--- src/rtl/qdac_pkg.sv ---
package qdac_pkg;
   // operation applied to the output registers at a clock edge
   typedef enum logic [1:0] {
      DOP_HOLD = 2'd0,
      DOP_LOAD = 2'd1,
      DOP_MID  = 2'd2
   } dac_op_e;

   // mid-scale code of a CW-bit offset binary word
   function automatic logic [31:0] mid_code(input int cw);
      return 32'd1 << (cw - 1);
   endfunction
endpackage

--- src/rtl/qdac_ctrl.sv ---
module qdac_ctrl
   import qdac_pkg::*;
#(
   parameter int NCH = 4,
   localparam int AW = (NCH > 1) ? $clog2(NCH) : 1
) (
   input  logic [AW-1:0]  chan_sel,
   input  logic           sel_n,
   input  logic           wstb1_n,
   input  logic           wstb2_n,
   input  logic           xfer_n,
   input  logic           clr_n,
   output logic [NCH-1:0] stage_we,
   output dac_op_e        dac_op,
   output logic           force_mid
);
   logic write_go;

   assign write_go = ~sel_n & ~wstb1_n;

   for (genvar c = 0; c < NCH; c++) begin : g_dec
      assign stage_we[c] = write_go && (chan_sel == AW'(c));
   end

   always_comb begin
      dac_op = DOP_HOLD;
      if (!wstb2_n) begin
         if (!xfer_n)     dac_op = DOP_LOAD;
         else if (!clr_n) dac_op = DOP_MID;
      end
   end

   assign force_mid = ~wstb2_n & ~xfer_n & ~clr_n;
endmodule

--- src/rtl/qdac_stage_reg.sv ---
module qdac_stage_reg #(
   parameter int CW        = 12,
   parameter int NARROW_W  = 8,
   parameter bit BYTE_PATH = 1'b1,
   localparam int NIB_W    = CW - NARROW_W
) (
   input  logic          clk,
   input  logic          rst_n,
   input  logic          we,
   input  logic          wide,
   input  logic [CW-1:0] bus,
   output logic [CW-1:0] stage_q
);
   localparam logic [CW-1:0] MID = CW'(qdac_pkg::mid_code(CW));

   if (BYTE_PATH) begin : g_byte
      always_ff @(posedge clk or negedge rst_n) begin
         if (!rst_n) begin
            stage_q <= MID;
         end else if (we) begin
            if (wide) stage_q <= bus;
            else      stage_q[NIB_W-1:0] <= bus[CW-1 -: NIB_W];
         end
      end
   end else begin : g_full
      always_ff @(posedge clk or negedge rst_n) begin
         if (!rst_n)  stage_q <= MID;
         else if (we) stage_q <= bus;
      end
   end
endmodule

--- src/rtl/qdac_seg_reg.sv ---
module qdac_seg_reg
   import qdac_pkg::*;
#(
   parameter int CW   = 12,
   parameter int SEGB = 3,
   localparam int LOWW = CW - SEGB,
   localparam int THW  = (1 << SEGB) - 1
) (
   input  logic            clk,
   input  logic            rst_n,
   input  dac_op_e         op,
   input  logic [CW-1:0]   src,
   output logic [THW-1:0]  therm_q,
   output logic [LOWW-1:0] low_q
);
   localparam logic [CW-1:0] MID = CW'(qdac_pkg::mid_code(CW));

   logic [THW-1:0] src_therm;
   logic [THW-1:0] mid_therm;
   logic [SEGB-1:0] src_top;

   assign src_top = src[CW-1 -: SEGB];

   for (genvar i = 0; i < THW; i++) begin : g_enc
      assign src_therm[i] = (src_top > SEGB'(i));
      assign mid_therm[i] = (MID[CW-1 -: SEGB] > SEGB'(i));
   end

   always_ff @(posedge clk or negedge rst_n) begin
      if (!rst_n) begin
         therm_q <= mid_therm;
         low_q   <= MID[LOWW-1:0];
      end else begin
         case (op)
            DOP_LOAD: begin
               therm_q <= src_therm;
               low_q   <= src[LOWW-1:0];
            end
            DOP_MID: begin
               therm_q <= mid_therm;
               low_q   <= MID[LOWW-1:0];
            end
            default: ;
         endcase
      end
   end
endmodule

--- src/rtl/qdac_seg_join.sv ---
module qdac_seg_join #(
   parameter int CW   = 12,
   parameter int SEGB = 3,
   localparam int LOWW = CW - SEGB,
   localparam int THW  = (1 << SEGB) - 1
) (
   input  logic            force_mid,
   input  logic [THW-1:0]  therm_in,
   input  logic [LOWW-1:0] low_in,
   output logic [CW-1:0]   held_code,
   output logic [THW-1:0]  therm_out,
   output logic [LOWW-1:0] low_out,
   output logic [CW-1:0]   code_out
);
   localparam logic [CW-1:0] MID = CW'(qdac_pkg::mid_code(CW));

   logic [SEGB-1:0] top_cnt;
   logic [THW-1:0]  mid_therm;

   for (genvar i = 0; i < THW; i++) begin : g_mid
      assign mid_therm[i] = (MID[CW-1 -: SEGB] > SEGB'(i));
   end

   always_comb begin
      top_cnt = '0;
      for (int i = 0; i < THW; i++) top_cnt = top_cnt + SEGB'(therm_in[i]);
   end

   assign held_code = {top_cnt, low_in};
   assign therm_out = force_mid ? mid_therm : therm_in;
   assign low_out   = force_mid ? MID[LOWW-1:0] : low_in;
   assign code_out  = force_mid ? MID : held_code;
endmodule

--- src/rtl/qdac_front.sv ---
module qdac_front
   import qdac_pkg::*;
#(
   parameter int NCH       = 4,
   parameter int CW        = 12,
   parameter int SEGB      = 3,
   parameter int NARROW_W  = 8,
   parameter bit BYTE_PATH = 1'b1,
   localparam int AW   = (NCH > 1) ? $clog2(NCH) : 1,
   localparam int LOWW = CW - SEGB,
   localparam int THW  = (1 << SEGB) - 1
) (
   input  logic              clk,
   input  logic              rst_n,
   input  logic [CW-1:0]     bus_d,
   input  logic [AW-1:0]     chan_sel,
   input  logic              sel_n,
   input  logic              wstb1_n,
   input  logic              wstb2_n,
   input  logic              xfer_n,
   input  logic              clr_n,
   input  logic              wide_mode,
   output logic [NCH*THW-1:0]  code_therm,
   output logic [NCH*LOWW-1:0] code_low,
   output logic [NCH*CW-1:0]   code_ob
);
   if (NCH < 1)                                 begin : g_bad_nch  $error("NCH must be at least 1"); end
   if (SEGB < 1 || SEGB >= CW)                  begin : g_bad_segb $error("SEGB must be in 1..CW-1"); end
   if (BYTE_PATH && (NARROW_W >= CW))           begin : g_bad_nw   $error("NARROW_W must be below CW"); end
   if (BYTE_PATH && (CW - NARROW_W > NARROW_W)) begin : g_bad_nib  $error("nibble wider than narrow bus"); end

   logic [NCH-1:0]    stage_we;
   dac_op_e           dac_op;
   logic              force_q;
   logic              force_next;
   logic [NCH*CW-1:0] stage_flat;
   logic [NCH*CW-1:0] held_flat;

   qdac_ctrl #(.NCH(NCH)) u_ctrl (
      .chan_sel (chan_sel),
      .sel_n    (sel_n),
      .wstb1_n  (wstb1_n),
      .wstb2_n  (wstb2_n),
      .xfer_n   (xfer_n),
      .clr_n    (clr_n),
      .stage_we (stage_we),
      .dac_op   (dac_op),
      .force_mid(force_next)
   );

   always_ff @(posedge clk or negedge rst_n) begin
      if (!rst_n) force_q <= 1'b0;
      else        force_q <= force_next;
   end

   for (genvar c = 0; c < NCH; c++) begin : g_ch
      logic [THW-1:0]  therm_q;
      logic [LOWW-1:0] low_q;

      qdac_stage_reg #(.CW(CW), .NARROW_W(NARROW_W), .BYTE_PATH(BYTE_PATH)) u_stage (
         .clk    (clk),
         .rst_n  (rst_n),
         .we     (stage_we[c]),
         .wide   (wide_mode),
         .bus    (bus_d),
         .stage_q(stage_flat[c*CW +: CW])
      );

      qdac_seg_reg #(.CW(CW), .SEGB(SEGB)) u_seg (
         .clk    (clk),
         .rst_n  (rst_n),
         .op     (dac_op),
         .src    (stage_flat[c*CW +: CW]),
         .therm_q(therm_q),
         .low_q  (low_q)
      );

      qdac_seg_join #(.CW(CW), .SEGB(SEGB)) u_join (
         .force_mid(force_q),
         .therm_in (therm_q),
         .low_in   (low_q),
         .held_code(held_flat[c*CW +: CW]),
         .therm_out(code_therm[c*THW +: THW]),
         .low_out  (code_low[c*LOWW +: LOWW]),
         .code_out (code_ob[c*CW +: CW])
      );
   end
endmodule

--- config.mk ---
export PLATFORM = sky130hd
export DESIGN_NAME = qdac_front
export DESIGN_NICKNAME = d
export VERILOG_FILES = /design/src/rtl/qdac_pkg.sv /design/src/rtl/qdac_ctrl.sv /design/src/rtl/qdac_stage_reg.sv /design/src/rtl/qdac_seg_reg.sv /design/src/rtl/qdac_seg_join.sv /design/src/rtl/qdac_front.sv
export SDC_FILE = /design/constraint.sdc
export NUM_CORES = 1
export LEC_CHECK = 0
export ABC_CLOCK_PERIOD_IN_PS = 6590
export CORE_MARGIN = 5
export CORE_UTILIZATION = 50
export CTS_BUF_LIST = sky130_fd_sc_hd__clkbuf_8
export DETAILED_ROUTE_END_ITERATION = 6
export DONT_BUFFER_PORTS = 1
export PLACE_DENSITY = 0.73
export SYNTH_ARGS = -nofsm -noshare
export SYNTH_HDL_FRONTEND = slang
export SYNTH_HIERARCHICAL = 1
export SYNTH_SLANG_ARGS = --single-unit
export TNS_END_PERCENT = 5
--- constraint.sdc ---
create_clock -name clk -period 6.59 [get_ports clk]
set_input_delay 1.6475 -clock clk [delete_from_list [all_inputs] [get_ports clk]]
set_output_delay 1.6475 -clock clk [all_outputs]
set_load 0.03 [all_outputs]
==> impl_metrics.csv <==
group,metric,value,unit
clock_network,postCtsHoldBufs,0,
sta,fin_ws,1.49,ns
route,wl_met3,715,um
setup_path,start_kind,"register",
sta,finClkSkew,0.00861,ns
clock_network,clock_sink_count,113,
cells_and_area,drive_above_1_share,0.176,
clock_network,post_cts_buffers,0,
die,coreArea,12200,um2
power_and_ir_drop,ir_drop,0.000226,V
die,dieArea,14900,um2
power_and_ir_drop,sequentialPowerShare,0.357,
global_route,overflow,0,
die,die_w,122,um
route,num_vias,3765,
power_and_ir_drop,p_total,2.84,mW
logic_synthesis,synthesis.area,6260,um2
route,routed_wl,12400,um
global_route,antenna_found_initial,0,
cells_and_area,final_nets,587,
cells_and_area,mostFrequentLayoutCells,"dfrtp_1, inv_1, nand2_1, o21ai_0",
route,viasPerCell,5.19,
setup_path,critPathKind,"register to output pin",
sta,setup_viol_count_final,0,
sta,period_needed,5.10,ns
route,remaining_drc_errors,0,
placed_design,hpwl,8250,um
sta,drv_slew,0,
clock_network,clockBufferDepth,2,
global_route,grt_pass1_wl,20400,um
placed_design,io_buffers,0,
setup_path,timing.rr.start,"g_ch[3].u_stage/stage_q[10]",
job,drv_cap,0,
setup_path,critPathMaxFanout,3,
sta,tns,0,ns
global_route,grt_max_degree,114,
setup_path,cp.arrival,3.46,ns
power_and_ir_drop,p_sw,1.13,mW
cells_and_area,final_common_cell,"dfrtp_1",
logic_synthesis,synth_fp_nets,630,
logic_synthesis,synthCells,588,
hold_path,min-delay-path-class,"register to register",
clock_network,ctsResizeCount,0,
setup_path,timing.rr.end,"g_ch[3].u_seg/therm_q[0]",
sta,max-slew-margin-rel,0.246,
sta,period_share,0.774,
sta,timing.fmax,196,MHz
logic_synthesis,ys_warn_count,6,
setup_path,reg2reg_slack,5.32,ns
route,dr.pass1.iters,4,
global_route,grt_pass1_vias,3932,
power_and_ir_drop,p_leak,3.16,nW
global_route,grtUsageTotal,0.179,
clock_network,cts_max_level,4,
hold_path,min_to,"g_ch[2].u_seg/therm_q[1]",
route,ant_nets,0,
power_and_ir_drop,power_frac_clock,0.284,
sta,timing.final.hold_violations,0,
clock_network,cts_buffers,17,
setup_path,crit_required,4.94,ns
cells_and_area,fin_util,0.537,
clock_network,clk_pin_slew,0.07,ns
logic_synthesis,syn_avg_cell_area,10.6,um2
die,die_h,122,um
route,wl_met2,5880,um
cells_and_area,area_delta_synth_final,4.32,%
power_and_ir_drop,p_comb_frac,0.358,
hold_path,hp-start,"g_ch[2].u_seg/therm_q[1]",
sta,holdWs,0.472,ns
outcome,outcome,"completed",
setup_path,r2r_cells,2,
hold_path,hold_depth,2,
power_and_ir_drop,p_int,1.71,mW
die,start_util,0.515,
power_and_ir_drop,powerDensity,435,nW/um2
route,wl_per_cell,17.1,um
placed_design,place.gp.congestion,0.724,
route,routed.top_layer,"met4",
clock_network,tritoncts,"done",
clock_network,clk_latency,0.43,ns
route,drt_iter0_drc,244,
placed_design,dpl_worst_slack,1.92,ns
sta,rsz0062_at_grt,"false",
power_and_ir_drop,swShare,0.399,
setup_path,end_kind,"output pin",
sta,tightest_slew,1.13,ns
die,io_pins,134,
die,rows,40,
cells_and_area,n_antenna_cell,0,
route,wl_met1,5580,um
clock_network,root_buffer,"clkbuf_8",
[power by group through the flow]
stage	clock (mW)	combinational (mW)	sequential [mW]
CTS	0.824	1.03	1.02
finish	0.806	1.02	1.01
global route	0.856	1.11	1.04
global placement	0	1.00	1.01
floorplan	0	1.02	0.980
detailed placement	0	1.03	1.03
[area by class of cell]
class | count | area [um2]
clock inverters | 11 | 206
clock buffers | 21 | 289
well taps | 168 | 210
multi-input cells | 359 | 2760
repair buffers | 2 | 15.0
flip-flops and latches | 113 | 2850
inverters | 52 | 195
fillers | 1095 | 5630
[how the worst max path moves through the flow]
stage,startpoint,endpoint,slack (ns),depth (start not counted)
final,g_ch[1].u_seg/therm_q[0],code_ob[22],1.49,7
after CTS,g_ch[1].u_seg/therm_q[0],code_ob[22],1.44,7
after global routing,g_ch[1].u_seg/therm_q[0],code_ob[22],1.37,7
after global placement,g_ch[3].u_seg/therm_q[0],code_ob[46],2.02,7
after floorplan,g_ch[0].u_seg/therm_q[0],code_ob[10],2.08,7
after detailed placement,g_ch[1].u_seg/therm_q[0],code_ob[22],1.92,7
[layer usage]
layer  vias to the layer above  global-route usage
met5                         -                   0
met4                         0              0.0707
met3                        19              0.0562
met2                       101               0.281
met1                      1860               0.232
li1                       1785                   -
[state kept, by name, summed over array words and instances, names as in the netlist]
signal,count
g_ch.u_seg/low_q,36
g_ch.u_seg/therm_q,28
g_ch.u_stage/stage_q,48
force_q,1
[critical path: stages, from the launching register on]
cell and delay, ns:
dfstp_2 0.55, inv_1 0.06, fa_1 0.50, fa_1 0.51
inv_1 0.05, fa_1 0.39, fa_1 0.49, nor2b_1 0.48
[through the flow]
stage	std cells	cell area (um2)
6_report	726	6530
5_1_grt	726	6530
4_1_cts	726	6530
3_5_place_dp	694	6030
3_3_place_gp	694	6030
2_1_floorplan	588	6260
(Power assumes the default switching activity.)
